### src/rtl/spm_pkg.sv
package spm_pkg;

   typedef struct packed {
      logic [2:0] rsvd;
      logic       interlace;
      logic       h_lvl;
      logic       v_lvl;
      logic       h_pol;
      logic       v_pol;
   } spm_status_t;

   // True when part is strictly more than pct percent of total
   function automatic logic share_exceeds(input logic [31:0] part,
                                          input logic [31:0] total,
                                          input int unsigned pct);
      logic [63:0] lhs;
      logic [63:0] rhs;
      lhs = 64'(part) * 64'd100;
      rhs = 64'(total) * 64'(pct);
      return lhs > rhs;
   endfunction

endpackage

### src/rtl/spm_sync.sv
module spm_sync #(
   parameter int STAGES = 2
) (
   input  logic clk,
   input  logic rst_n,
   input  logic d,
   output logic q
);

   if (STAGES < 2) begin : g_bad_stages
      $error("spm_sync: STAGES must be at least 2");
   end

   logic [STAGES-1:0] chain;

   always_ff @(posedge clk or negedge rst_n) begin
      if (!rst_n) chain <= '0;
      else        chain <= {chain[STAGES-2:0], d};
   end

   assign q = chain[STAGES-1];

endmodule

### src/rtl/spm_duty.sv
module spm_duty
   import spm_pkg::*;
#(
   parameter int CNT_W      = 12,
   parameter int THRESH_PCT = 60
) (
   input  logic clk,
   input  logic rst_n,
   input  logic lvl,
   output logic pol
);

   if (CNT_W < 4 || CNT_W > 24) begin : g_bad_width
      $error("spm_duty: CNT_W out of range 4..24");
   end
   if (THRESH_PCT < 50 || THRESH_PCT > 99) begin : g_bad_thresh
      $error("spm_duty: THRESH_PCT out of range 50..99");
   end

   localparam logic [CNT_W-1:0] CNT_MAX = '1;
   localparam logic [CNT_W-1:0] CNT_ONE = CNT_W'(1);

   logic             lvl_d;
   logic             armed;
   logic [CNT_W-1:0] hi_q;
   logic [CNT_W-1:0] lo_q;
   logic             rise;
   logic [31:0]      total;
   logic             hi_dom;
   logic             lo_dom;
   logic             sat;

   assign rise   = lvl & ~lvl_d;
   assign total  = 32'(hi_q) + 32'(lo_q);
   assign hi_dom = share_exceeds(32'(hi_q), total, THRESH_PCT);
   assign lo_dom = share_exceeds(32'(lo_q), total, THRESH_PCT);
   assign sat    = (hi_q == CNT_MAX) || (lo_q == CNT_MAX);

   always_ff @(posedge clk or negedge rst_n) begin
      if (!rst_n) begin
         lvl_d <= 1'b0;
         armed <= 1'b0;
         hi_q  <= '0;
         lo_q  <= '0;
         pol   <= 1'b0;
      end else begin
         lvl_d <= lvl;
         if (rise) begin
            armed <= 1'b1;
            hi_q  <= CNT_ONE;
            lo_q  <= '0;
            if (armed && !sat) begin
               if (hi_dom)      pol <= 1'b0;
               else if (lo_dom) pol <= 1'b1;
            end
         end else if (lvl) begin
            if (hi_q != CNT_MAX) hi_q <= hi_q + CNT_ONE;
         end else begin
            if (lo_q != CNT_MAX) lo_q <= lo_q + CNT_ONE;
         end
      end
   end

   // flag moves only when an armed period closes
   p_pol_at_period_end_r5: assert property (@(posedge clk) disable iff (!rst_n)
      !$stable(pol) |-> ($past(rise) && $past(armed)));

   // a balanced period leaves the flag alone
   p_ambiguous_holds_r4: assert property (@(posedge clk) disable iff (!rst_n)
      (rise && armed && !hi_dom && !lo_dom) |=> $stable(pol));

   // a saturated high count stays saturated until the period closes
   p_high_saturates_r6: assert property (@(posedge clk) disable iff (!rst_n)
      (hi_q == CNT_MAX && lvl && !rise) |=> (hi_q == CNT_MAX));

endmodule

### src/rtl/spm_interlace.sv
module spm_interlace #(
   parameter int LINE_W = 12
) (
   input  logic clk,
   input  logic rst_n,
   input  logic h_lead,
   input  logic v_lead,
   output logic ilace
);

   if (LINE_W < 4) begin : g_bad_line
      $error("spm_interlace: LINE_W must be at least 4");
   end

   localparam int                EXT_W    = LINE_W + 2;
   localparam logic [LINE_W-1:0] LINE_MAX = '1;
   localparam logic [LINE_W-1:0] LINE_ONE = LINE_W'(1);

   logic [LINE_W-1:0] pos_q;
   logic [LINE_W-1:0] llen_q;
   logic              par_q;
   logic              have_q;
   logic              par_prev_q;
   logic              mid_prev_q;
   logic [EXT_W-1:0]  pos4;
   logic [EXT_W-1:0]  quarter1;
   logic [EXT_W-1:0]  quarter3;
   logic              mid_now;

   assign pos4     = {pos_q, 2'b00};
   assign quarter1 = {2'b00, llen_q};
   assign quarter3 = {1'b0, llen_q, 1'b0} + {2'b00, llen_q};
   assign mid_now  = (llen_q != '0) && (pos4 >= quarter1) && (pos4 < quarter3);

   always_ff @(posedge clk or negedge rst_n) begin
      if (!rst_n) begin
         pos_q      <= '0;
         llen_q     <= '0;
         par_q      <= 1'b0;
         have_q     <= 1'b0;
         par_prev_q <= 1'b0;
         mid_prev_q <= 1'b0;
         ilace      <= 1'b0;
      end else begin
         if (h_lead) begin
            pos_q  <= '0;
            llen_q <= (pos_q == LINE_MAX) ? LINE_MAX : pos_q + LINE_ONE;
         end else if (pos_q != LINE_MAX) begin
            pos_q <= pos_q + LINE_ONE;
         end

         if (v_lead) begin
            par_q      <= h_lead;
            have_q     <= 1'b1;
            par_prev_q <= par_q;
            mid_prev_q <= mid_now;
            if (have_q) ilace <= (par_q != par_prev_q) || (mid_now != mid_prev_q);
         end else if (h_lead) begin
            par_q <= ~par_q;
         end
      end
   end

   // the interlace flag only moves on a vertical leading edge
   p_ilace_on_vlead_r7: assert property (@(posedge clk) disable iff (!rst_n)
      !$stable(ilace) |-> $past(v_lead));

   // interlace needs a previous field to compare with
   p_ilace_needs_history_r7: assert property (@(posedge clk) disable iff (!rst_n)
      ilace |-> have_q);

endmodule

### src/rtl/sync_polarity_monitor.sv
module sync_polarity_monitor
   import spm_pkg::*;
#(
   parameter int SYNC_STAGES = 2,
   parameter int CNT_W       = 12,
   parameter int THRESH_PCT  = 60,
   parameter int LINE_W      = 12
) (
   input  logic       clk,
   input  logic       rst_n,
   input  logic       hsync_in,
   input  logic       vsync_in,
   output logic [7:0] status_o,
   output logic       hsync_norm_o,
   output logic       vsync_norm_o
);

   localparam int NCH = 2;
   localparam int CH_H = 1;
   localparam int CH_V = 0;

   logic [NCH-1:0] raw;
   logic [NCH-1:0] lvl;
   logic [NCH-1:0] pol;
   logic [NCH-1:0] norm;
   logic [NCH-1:0] norm_d;
   logic [NCH-1:0] lead;
   logic           ilace;
   spm_status_t    status;

   assign raw[CH_H] = hsync_in;
   assign raw[CH_V] = vsync_in;

   for (genvar ch = 0; ch < NCH; ch++) begin : g_chan
      spm_sync #(.STAGES(SYNC_STAGES)) i_sync (
         .clk   (clk),
         .rst_n (rst_n),
         .d     (raw[ch]),
         .q     (lvl[ch])
      );

      spm_duty #(.CNT_W(CNT_W), .THRESH_PCT(THRESH_PCT)) i_duty (
         .clk   (clk),
         .rst_n (rst_n),
         .lvl   (lvl[ch]),
         .pol   (pol[ch])
      );

      assign norm[ch] = pol[ch] ? lvl[ch] : ~lvl[ch];
      assign lead[ch] = norm[ch] & ~norm_d[ch];
   end

   always_ff @(posedge clk or negedge rst_n) begin
      if (!rst_n) norm_d <= '0;
      else        norm_d <= norm;
   end

   spm_interlace #(.LINE_W(LINE_W)) i_ilace (
      .clk    (clk),
      .rst_n  (rst_n),
      .h_lead (lead[CH_H]),
      .v_lead (lead[CH_V]),
      .ilace  (ilace)
   );

   always_comb begin
      status.rsvd      = 3'b000;
      status.interlace = ilace;
      status.h_lvl     = lvl[CH_H];
      status.v_lvl     = lvl[CH_V];
      status.h_pol     = pol[CH_H];
      status.v_pol     = pol[CH_V];
   end

   assign status_o     = status;
   assign hsync_norm_o = norm[CH_H];
   assign vsync_norm_o = norm[CH_V];

   // with the flag steady, every level change toggles the normalised output
   p_hnorm_tracks_level_r8: assert property (@(posedge clk) disable iff (!rst_n)
      ($stable(status_o[1]) && !$stable(status_o[3])) |-> (hsync_norm_o != $past(hsync_norm_o)));

   p_vnorm_tracks_level_r8: assert property (@(posedge clk) disable iff (!rst_n)
      ($stable(status_o[0]) && !$stable(status_o[2])) |-> (vsync_norm_o != $past(vsync_norm_o)));

endmodule

### config.mk
export PLATFORM = sky130hd
export DESIGN_NAME = sync_polarity_monitor
export DESIGN_NICKNAME = d
export VERILOG_FILES = /design/src/rtl/spm_pkg.sv /design/src/rtl/spm_sync.sv /design/src/rtl/spm_duty.sv /design/src/rtl/spm_interlace.sv /design/src/rtl/sync_polarity_monitor.sv
export SDC_FILE = /design/constraint.sdc
export NUM_CORES = 1
export LEC_CHECK = 0
export BUFFER_PORTS_ARGS = -buffer_cell sky130_fd_sc_hd__buf_2
export CAP_MARGIN = 20
export CORE_ASPECT_RATIO = 0.5
export CORE_MARGIN = 2
export CORE_UTILIZATION = 63
export DETAILED_ROUTE_END_ITERATION = 10
export MAX_ROUTING_LAYER = met4
export PLACE_DENSITY_LB_ADDON = 0.25
export RECOVER_POWER = 50
export SLEW_MARGIN = 10
export SYNTH_ARGS = -nofsm -noshare
export SYNTH_HDL_FRONTEND = slang
export SYNTH_HIERARCHICAL = 1
export SYNTH_SLANG_ARGS = --single-unit
export TNS_END_PERCENT = 20
### constraint.sdc
create_clock -name clk -period 7.5 [get_ports clk]
set_clock_uncertainty 0.05 [all_clocks]
set_input_delay 1.125 -clock clk [delete_from_list [all_inputs] [get_ports clk]]
set_output_delay 1.125 -clock clk [all_outputs]
set_load 0.01 [all_outputs]
### After elaboration in Yosys (flattened, before gate mapping)

Index checks and enable logic that the tools add are counted.

| word-level totals | value |
|---|---|
| register bits after elaboration | 89 |
| output and inout port bits | 10 |
| word-level logic and storage cells | 115 |
| input port bits | 4 |

| cells by class | value |
|---|---|
| bitwise logic cells | 11 |
| mux-type cells | 23 |
| multipliers | 6 |
| equal/unequal tests | 14 |
| $lt $le $gt $ge | 6 |
| reductions and logical operators | 27 |
| add/subtract/negate cells | 8 |

Operators by type and width:

| cell | count |
|---|---|
| 12-bit two-way mux | 15 |
| 19-bit by 38-bit > comparator with 1-bit output | 4 |
| 32-bit by 4-bit multiplier with 36-bit output (second input constant) | 2 |
| 12-bit by 5-bit multiplier with 17-bit output (second input constant) | 4 |
| 12-bit by 1-bit adder with 12-bit output (second input constant) | 5 |
| 12-bit == test (second input constant) | 5 |
| 12-bit inequality test (second input constant) | 5 |
| 12-bit by 12-bit adder with 13-bit output | 2 |
| 2-bit nonzero test | 10 |
| 13-bit by 12-bit adder with 14-bit output | 1 |
| 14-bit by 12-bit greater-or-equal comparator with 1-bit output | 1 |
| 14-bit < comparator | 1 |
| 12-bit nonzero test | 1 |
| 2-bit AND reduction | 5 |
| 1-bit two-way mux | 8 |
| 1-bit NOT | 7 |
| 3-bit AND reduction | 2 |
| 1-bit AND | 4 |
| 1-bit logical AND | 4 |
| 2-bit by 1-bit inequality test with 1-bit output (second input constant) | 2 |
| 1-bit logical OR | 3 |
| 1-bit zero test | 2 |
| 1-bit inequality test | 2 |

### Logic depth before layout (Yosys ltp)

| depth | value |
|---|---|
| depth after elaboration | 5 |
| depth in mapped cells | 31 |
| gate-level depth less buffers | 31 |

### Cells and area by module

The synthesis kept the hierarchy.

Modules (own cells, without submodules):

| module | instances | area each (µm²) | cells an instance |
|---|---|---|---|
| spm_duty (g_chan[1].i_duty) | 1 | 5945.7 | 697 |
| spm_duty (g_chan[0].i_duty) | 1 | 5903.2 | 683 |
| spm_interlace | 1 | 2318.5 | 256 |
| sync_polarity_monitor | 1 | 118.9 | 11 |
| spm_sync | 2 | 50.0 | 2 |

### Least setup slack after synthesis

OpenSTA, ideal clock, no wires.

| path | value |
|---|---|
| path type | register -> register |
| from | reg g_chan[0].i_duty.lo_q[0] |
| to | reg g_chan[0].i_duty.pol |
| arrival time | 5.794 ns |
| cell stages (with the launch flop) | 27 |
| data required time | 7.364 ns |
| setup time | 0.086 ns |
| period minus slack after synthesis | 5.930 ns |
| slack | 1.570 ns |
| path buffers | 0 |
| path through | dfrtp_1 -> ha_1 -> inv_1 -> fa_1 -> nor2b_1 -> o21ai_0 -> a21boi_0 -> o21ai_0 -> nor2b_1 -> xnor2_1 -> xnor2_1 -> xnor2_1 -> fa_1 -> inv_1 -> ha_1 -> or2_1 -> a21oi_1 -> o31ai_1 -> or4_1 -> nand2_1 -> xor2_1 -> ha_1 -> a21o_1 -> maj3_2 -> a21o_1 -> a221o_1 -> a32oi_1 |

| on the way | value |
|---|---|
| word-level cells in the longest chain between the ends | 5 |

Ends and longest elaborated chain:

| element | line | RTL |
|---|---|---|
| start: declaration | spm_duty.sv:26 | `logic [CNT_W-1:0] lo_q;` |
| start signal: assignment | spm_duty.sv:59 | `if (lo_q != CNT_MAX) lo_q <= lo_q + CNT_ONE;` |
| 12-bit by 12-bit adder with 13-bit output or 12-bit == test (tied branches) | spm_duty.sv:34, spm_duty.sv:37 |  |
| 32-bit by 4-bit multiplier with 36-bit output or 1-bit logical OR (tied branches) | spm_pkg.sv:19, spm_duty.sv:37 |  |
| 19-bit by 38-bit > comparator with 1-bit output or 1-bit zero test (tied branches) | spm_pkg.sv:20, spm_duty.sv:52 |  |
| 2-bit nonzero test (no source line) or 1-bit logical AND (tied branches) | - |  |
| 3-bit AND reduction (no source line) | - |  |
| end signal: assignment | spm_duty.sv:45 | `pol <= 1'b0;` |
| end signal: assignment | spm_duty.sv:53 | `if (hi_dom) pol <= 1'b0;` |
| end signal: assignment | spm_duty.sv:54 | `else if (lo_dom) pol <= 1'b1;` |
| end: declaration | spm_duty.sv:10 | `output logic pol` |

Parallel ways exist; a longest one is shown, timed or not.
A chain may end at the register's enable or synchronous reset.

### Worst setup path in the final report

| path | value |
|---|---|
| from | reg g_chan[1].i_duty.hi_q[0] |
| to | reg g_chan[1].i_duty.pol |

| on the way | value |
|---|---|
| word-level cells in the longest chain between the ends | 5 |

Ends and longest elaborated chain:

| element | line | RTL |
|---|---|---|
| start: declaration | spm_duty.sv:25 | `logic [CNT_W-1:0] hi_q;` |
| start signal: assignment | spm_duty.sv:57 | `if (hi_q != CNT_MAX) hi_q <= hi_q + CNT_ONE;` |
| 12-bit by 12-bit adder with 13-bit output or 12-bit == test (tied branches) | spm_duty.sv:34, spm_duty.sv:37 |  |
| 32-bit by 4-bit multiplier with 36-bit output or 1-bit logical OR (tied branches) | spm_pkg.sv:19, spm_duty.sv:37 |  |
| 19-bit by 38-bit > comparator with 1-bit output or 1-bit zero test (tied branches) | spm_pkg.sv:20, spm_duty.sv:52 |  |
| 2-bit nonzero test (no source line) or 1-bit logical AND (tied branches) | - |  |
| 3-bit AND reduction (no source line) | - |  |
| end signal: assignment | spm_duty.sv:45 |  |
| end signal: assignment | spm_duty.sv:53 |  |
| end signal: assignment | spm_duty.sv:54 |  |
| end: declaration | spm_duty.sv:10 |  |

Parallel ways exist; a longest one is shown, timed or not.

==> flow_metrics.env <==
export IMPL_status="complete, but fails checks"
export IMPL_violations="capacitance limit, slew limit"
export IMPL_first_pass_iters=6
export IMPL_drt_iter0_drc=582
export IMPL_post_cts_setup_buffers=0
export IMPL_gr_usage_met3_pct=3.182
export IMPL_setup_violations=0
export IMPL_num_nets_final=2063
export IMPL_die_area_mm2=0.02413
export IMPL_grt_use_met1_pct=36.64
export IMPL_critPathArrivalTime_ps=7020
export IMPL_via_per_inst=5.708
export IMPL_r2r_start="g_chan[1].i_duty/hi_q[0]$_DFFE_PN0P_"
export IMPL_final_hold_viol_count=0
export IMPL_max_slew_margin_rel_pct=-126.4
export IMPL_yosys_area_top_type="ha_1"
export IMPL_drive_gt1_share_pct=3.954
export IMPL_p_per_area_mw_per_mm2=411.7
export IMPL_worstSkewPairLatency_ps=360
export IMPL_r2r_end="g_chan[1].i_duty/pol$_DFFE_PN0P_"
export IMPL_timing_worst_setup_path_type="reg2reg"
export IMPL_place_ws_ps=740.0
export IMPL_whs_endpoint="g_chan[1].i_sync/chain[1]$_DFF_PN0_"
export IMPL_remaining_drc_errors=0
export IMPL_die_x_um=217.7
export IMPL_crit_path_start_kind="flip-flop"
export IMPL_tightest_slew_ps=3397
export IMPL_grt_antenna_before_repair=0
export IMPL_grt_busiest_layer="met2"
export IMPL_gp_congestion=1.030
export IMPL_syn_area_per_cell_um2=8.714
export IMPL_clk_pin_slew_ps=60
export IMPL_initial_utilization_pct=63.68
export IMPL_cts_buffers=9
export IMPL_maxSlewViolCount=63
export IMPL_rows=39
export IMPL_netlist_instances=1651
export IMPL_cts_max_level=3
export IMPL_yosysWarnings=6
export IMPL_netlist_area_mm2=0.01439
export IMPL_yosysSeqAreaShare_pct=15.48
export IMPL_synth_area_leaders="ha_1, dfrtp_1, fa_1"
export IMPL_grt_max_degree=80
export IMPL_wl_per_cell_um=16.41
export IMPL_synth_top_flop_cell="dfrtp_1"
export IMPL_cts_tree="built"
export IMPL_required_ps=7680
export IMPL_groute_layer_met2_usage_pct=50.62
export IMPL_worst_slack_ps=663.4
export IMPL_root_buffer="clkbuf_16"
export IMPL_path_max_fanout=9
export IMPL_first_global_vias=11770
export IMPL_r2r_slack_ps=660
export IMPL_grtUsageTotal_pct=29.31
export IMPL_wirelength_um=32430
export IMPL_grt_pass1_wl_um=55730
export IMPL_ant_nets=0
export IMPL_leakagePower_uw=0.008303
export IMPL_setup_tns_ps=0
export IMPL_drv_cap=1
export IMPL_worstSetupEndpointType="flip-flop"
export IMPL_cp_slowest_stage_delay_ps=550
export IMPL_port_buffers=10
export IMPL_hold_path_depth=0
export IMPL_vias=11280
export IMPL_diodes=0
export IMPL_reg2reg_depth=29
export IMPL_grt_overflow_total=0
export IMPL_fin_crit_sh_pct=91.16
export IMPL_period_minus_slack_ps=6837
export IMPL_fmax_mhz=146.3
export IMPL_whs_ps=301.7
export IMPL_core_area_mm2=0.02259
export IMPL_cts_hold_buf=0
export IMPL_cts_sinks=89
export IMPL_dpl_hpwl_um=27330
export IMPL_boundaryPins=14
export IMPL_synth_top_area_share_pct=29.40
export IMPL_cts_resized_gates=0
export IMPL_hold_start="g_chan[1].i_sync/chain[0]$_DFF_PN0_"
export IMPL_synth_edf_count=0
export IMPL_hp_class="reg2reg"
export IMPL_vdd_drop_max_uv=695.7
export IMPL_yosysUniqueCellTypes=86
export IMPL_rsz0062_at_grt="false"
export IMPL_cp_slowest_cell="dfrtp_1"
export IMPL_ys_ff_latch=89
export IMPL_clockBufferDepth=2
export IMPL_die_height_um=110.9
export IMPL_area_growth_pct=5.131
export IMPL_synth_async_reset_ratio_pct=100.0
## cell usage after synthesis (all sizes together) (3+ instances only)
library cell  instances
a21boi                7
nand4                25
o21a                 19
a31oi                 9
o21ai                60
or2                  10
ha                  338
o31ai                10
nand2b               21
maj3                 14
and2b                 3
a211o                 3
xnor2               110
nor3                 27
a21o                 33
o21bai               14
nand2                64
a311o                 3
a211oi                8
and4                  3
dfrtp                89
mux2i                10
o211ai                5
a21oi                86
inv                 273
nand3                45
and3                  6
xor2                 60
mux2                  3
fa                   57
nor4                  7
buf                   5
clkbuf               10
nor2                130
o41ai                 4
or3                   7
o2111ai               4
and2                  7
a311oi                4
nor2b                27
## worst max path at each step
stage,startpoint,to,slack (ps),depth (start not counted)
2_1_floorplan,g_chan[0].i_duty/lo_q[0]$_DFFE_PN0P_,g_chan[0].i_duty/pol$_DFFE_PN0P_,1570,26
3_3_place_gp,g_chan[0].i_duty/lo_q[0]$_DFFE_PN0P_,g_chan[0].i_duty/pol$_DFFE_PN0P_,1040,26
3_5_place_dp,g_chan[1].i_duty/hi_q[0]$_DFFE_PN0P_,g_chan[1].i_duty/pol$_DFFE_PN0P_,740,29
4_1_cts,g_chan[1].i_duty/hi_q[0]$_DFFE_PN0P_,g_chan[1].i_duty/pol$_DFFE_PN0P_,710,29
5_1_grt,g_chan[1].i_duty/hi_q[0]$_DFFE_PN0P_,g_chan[1].i_duty/pol$_DFFE_PN0P_,200,29
6_report,g_chan[1].i_duty/hi_q[0]$_DFFE_PN0P_,g_chan[1].i_duty/pol$_DFFE_PN0P_,660,29
## logic make-up after synthesis
family	count (synthesis)	synth area share [%]
adders and majority gates	409	38.32
xor gates and xnor gates	171	10.85
DFF	89	15.48
buffers and inverters	288	7.645
other	1	0.02607
and+or+nand+nor	391	13.38
AOI/OAI and AO/OA	289	13.38
muxes	13	0.9306
## critical path, delay by kind of cell (launching register included)
kind            cells  cell delay (ps)
simple gates        5              680
buf+inv             2              110
fa+ha+maj           6             2050
compound gates     12             2190
xor+xnor            4             1070
flops               1              550
## where the power goes
| group | internal (µW) | switching, µW | leakage (µW) |
|---|---|---|---|
| Combinational | 2190 | 2810 | 0.00698 |
| Clock | 329 | 207 | 0.000164 |
| Sequential | 560 | 130 | 0.00116 |
## metal layers
layer  wire length [µm]  share of wire [%]
met5                  0                  0
met4                639                2.0
met3               1021                3.1
met2              15700                 48
met1              15060                 46
## state kept, by name (all words and copies together) (netlist names)
register	count
i_ilace/par_q	1
i_ilace/par_prev_q	1
norm_d	2
g_chan.i_sync/chain	4
g_chan.i_duty/lo_q	24
i_ilace/pos_q	12
i_ilace/mid_prev_q	1
g_chan.i_duty/lvl_d	2
g_chan.i_duty/pol	2
i_ilace/llen_q	12
g_chan.i_duty/armed	2
i_ilace/have_q	1
i_ilace/ilace	1
g_chan.i_duty/hi_q	24
## per-stage QoR
stage / util (%) / power [µW] / instance area, µm² / cells
floorplan: - / 4427 / 14390 / 1653
finish: 66.94 / 6227 / 15120 / 1976
global placement: 65.41 / 5389 / 14780 / 1958
CTS: 66.98 / 6159 / 15130 / 1975
detailed placement: 65.43 / 5573 / 14780 / 1959
global route: 66.94 / 6936 / 15120 / 1976
## cell usage in the layout (no fill, tap or decap), types with 51 or more instances in the layout
cell / n
a21oi_1: 85
dfrtp_1: 89
fa_1: 57
ha_1: 338
inv_1: 272
nand2_1: 64
nor2_1: 130
o21ai_0: 51
xnor2_1: 108
xor2_1: 56
## layout make-up
class	count	area [µm²]
sequential	89	2227
clock buffer	9	225.2
multi-input combinational	1276	11070
tap	307	384.1
timing repair buffer	15	72.57
fill	1851	7468
clock inverter	7	125.1
inverter	273	1025
Power figures use the tool's default switching activity.
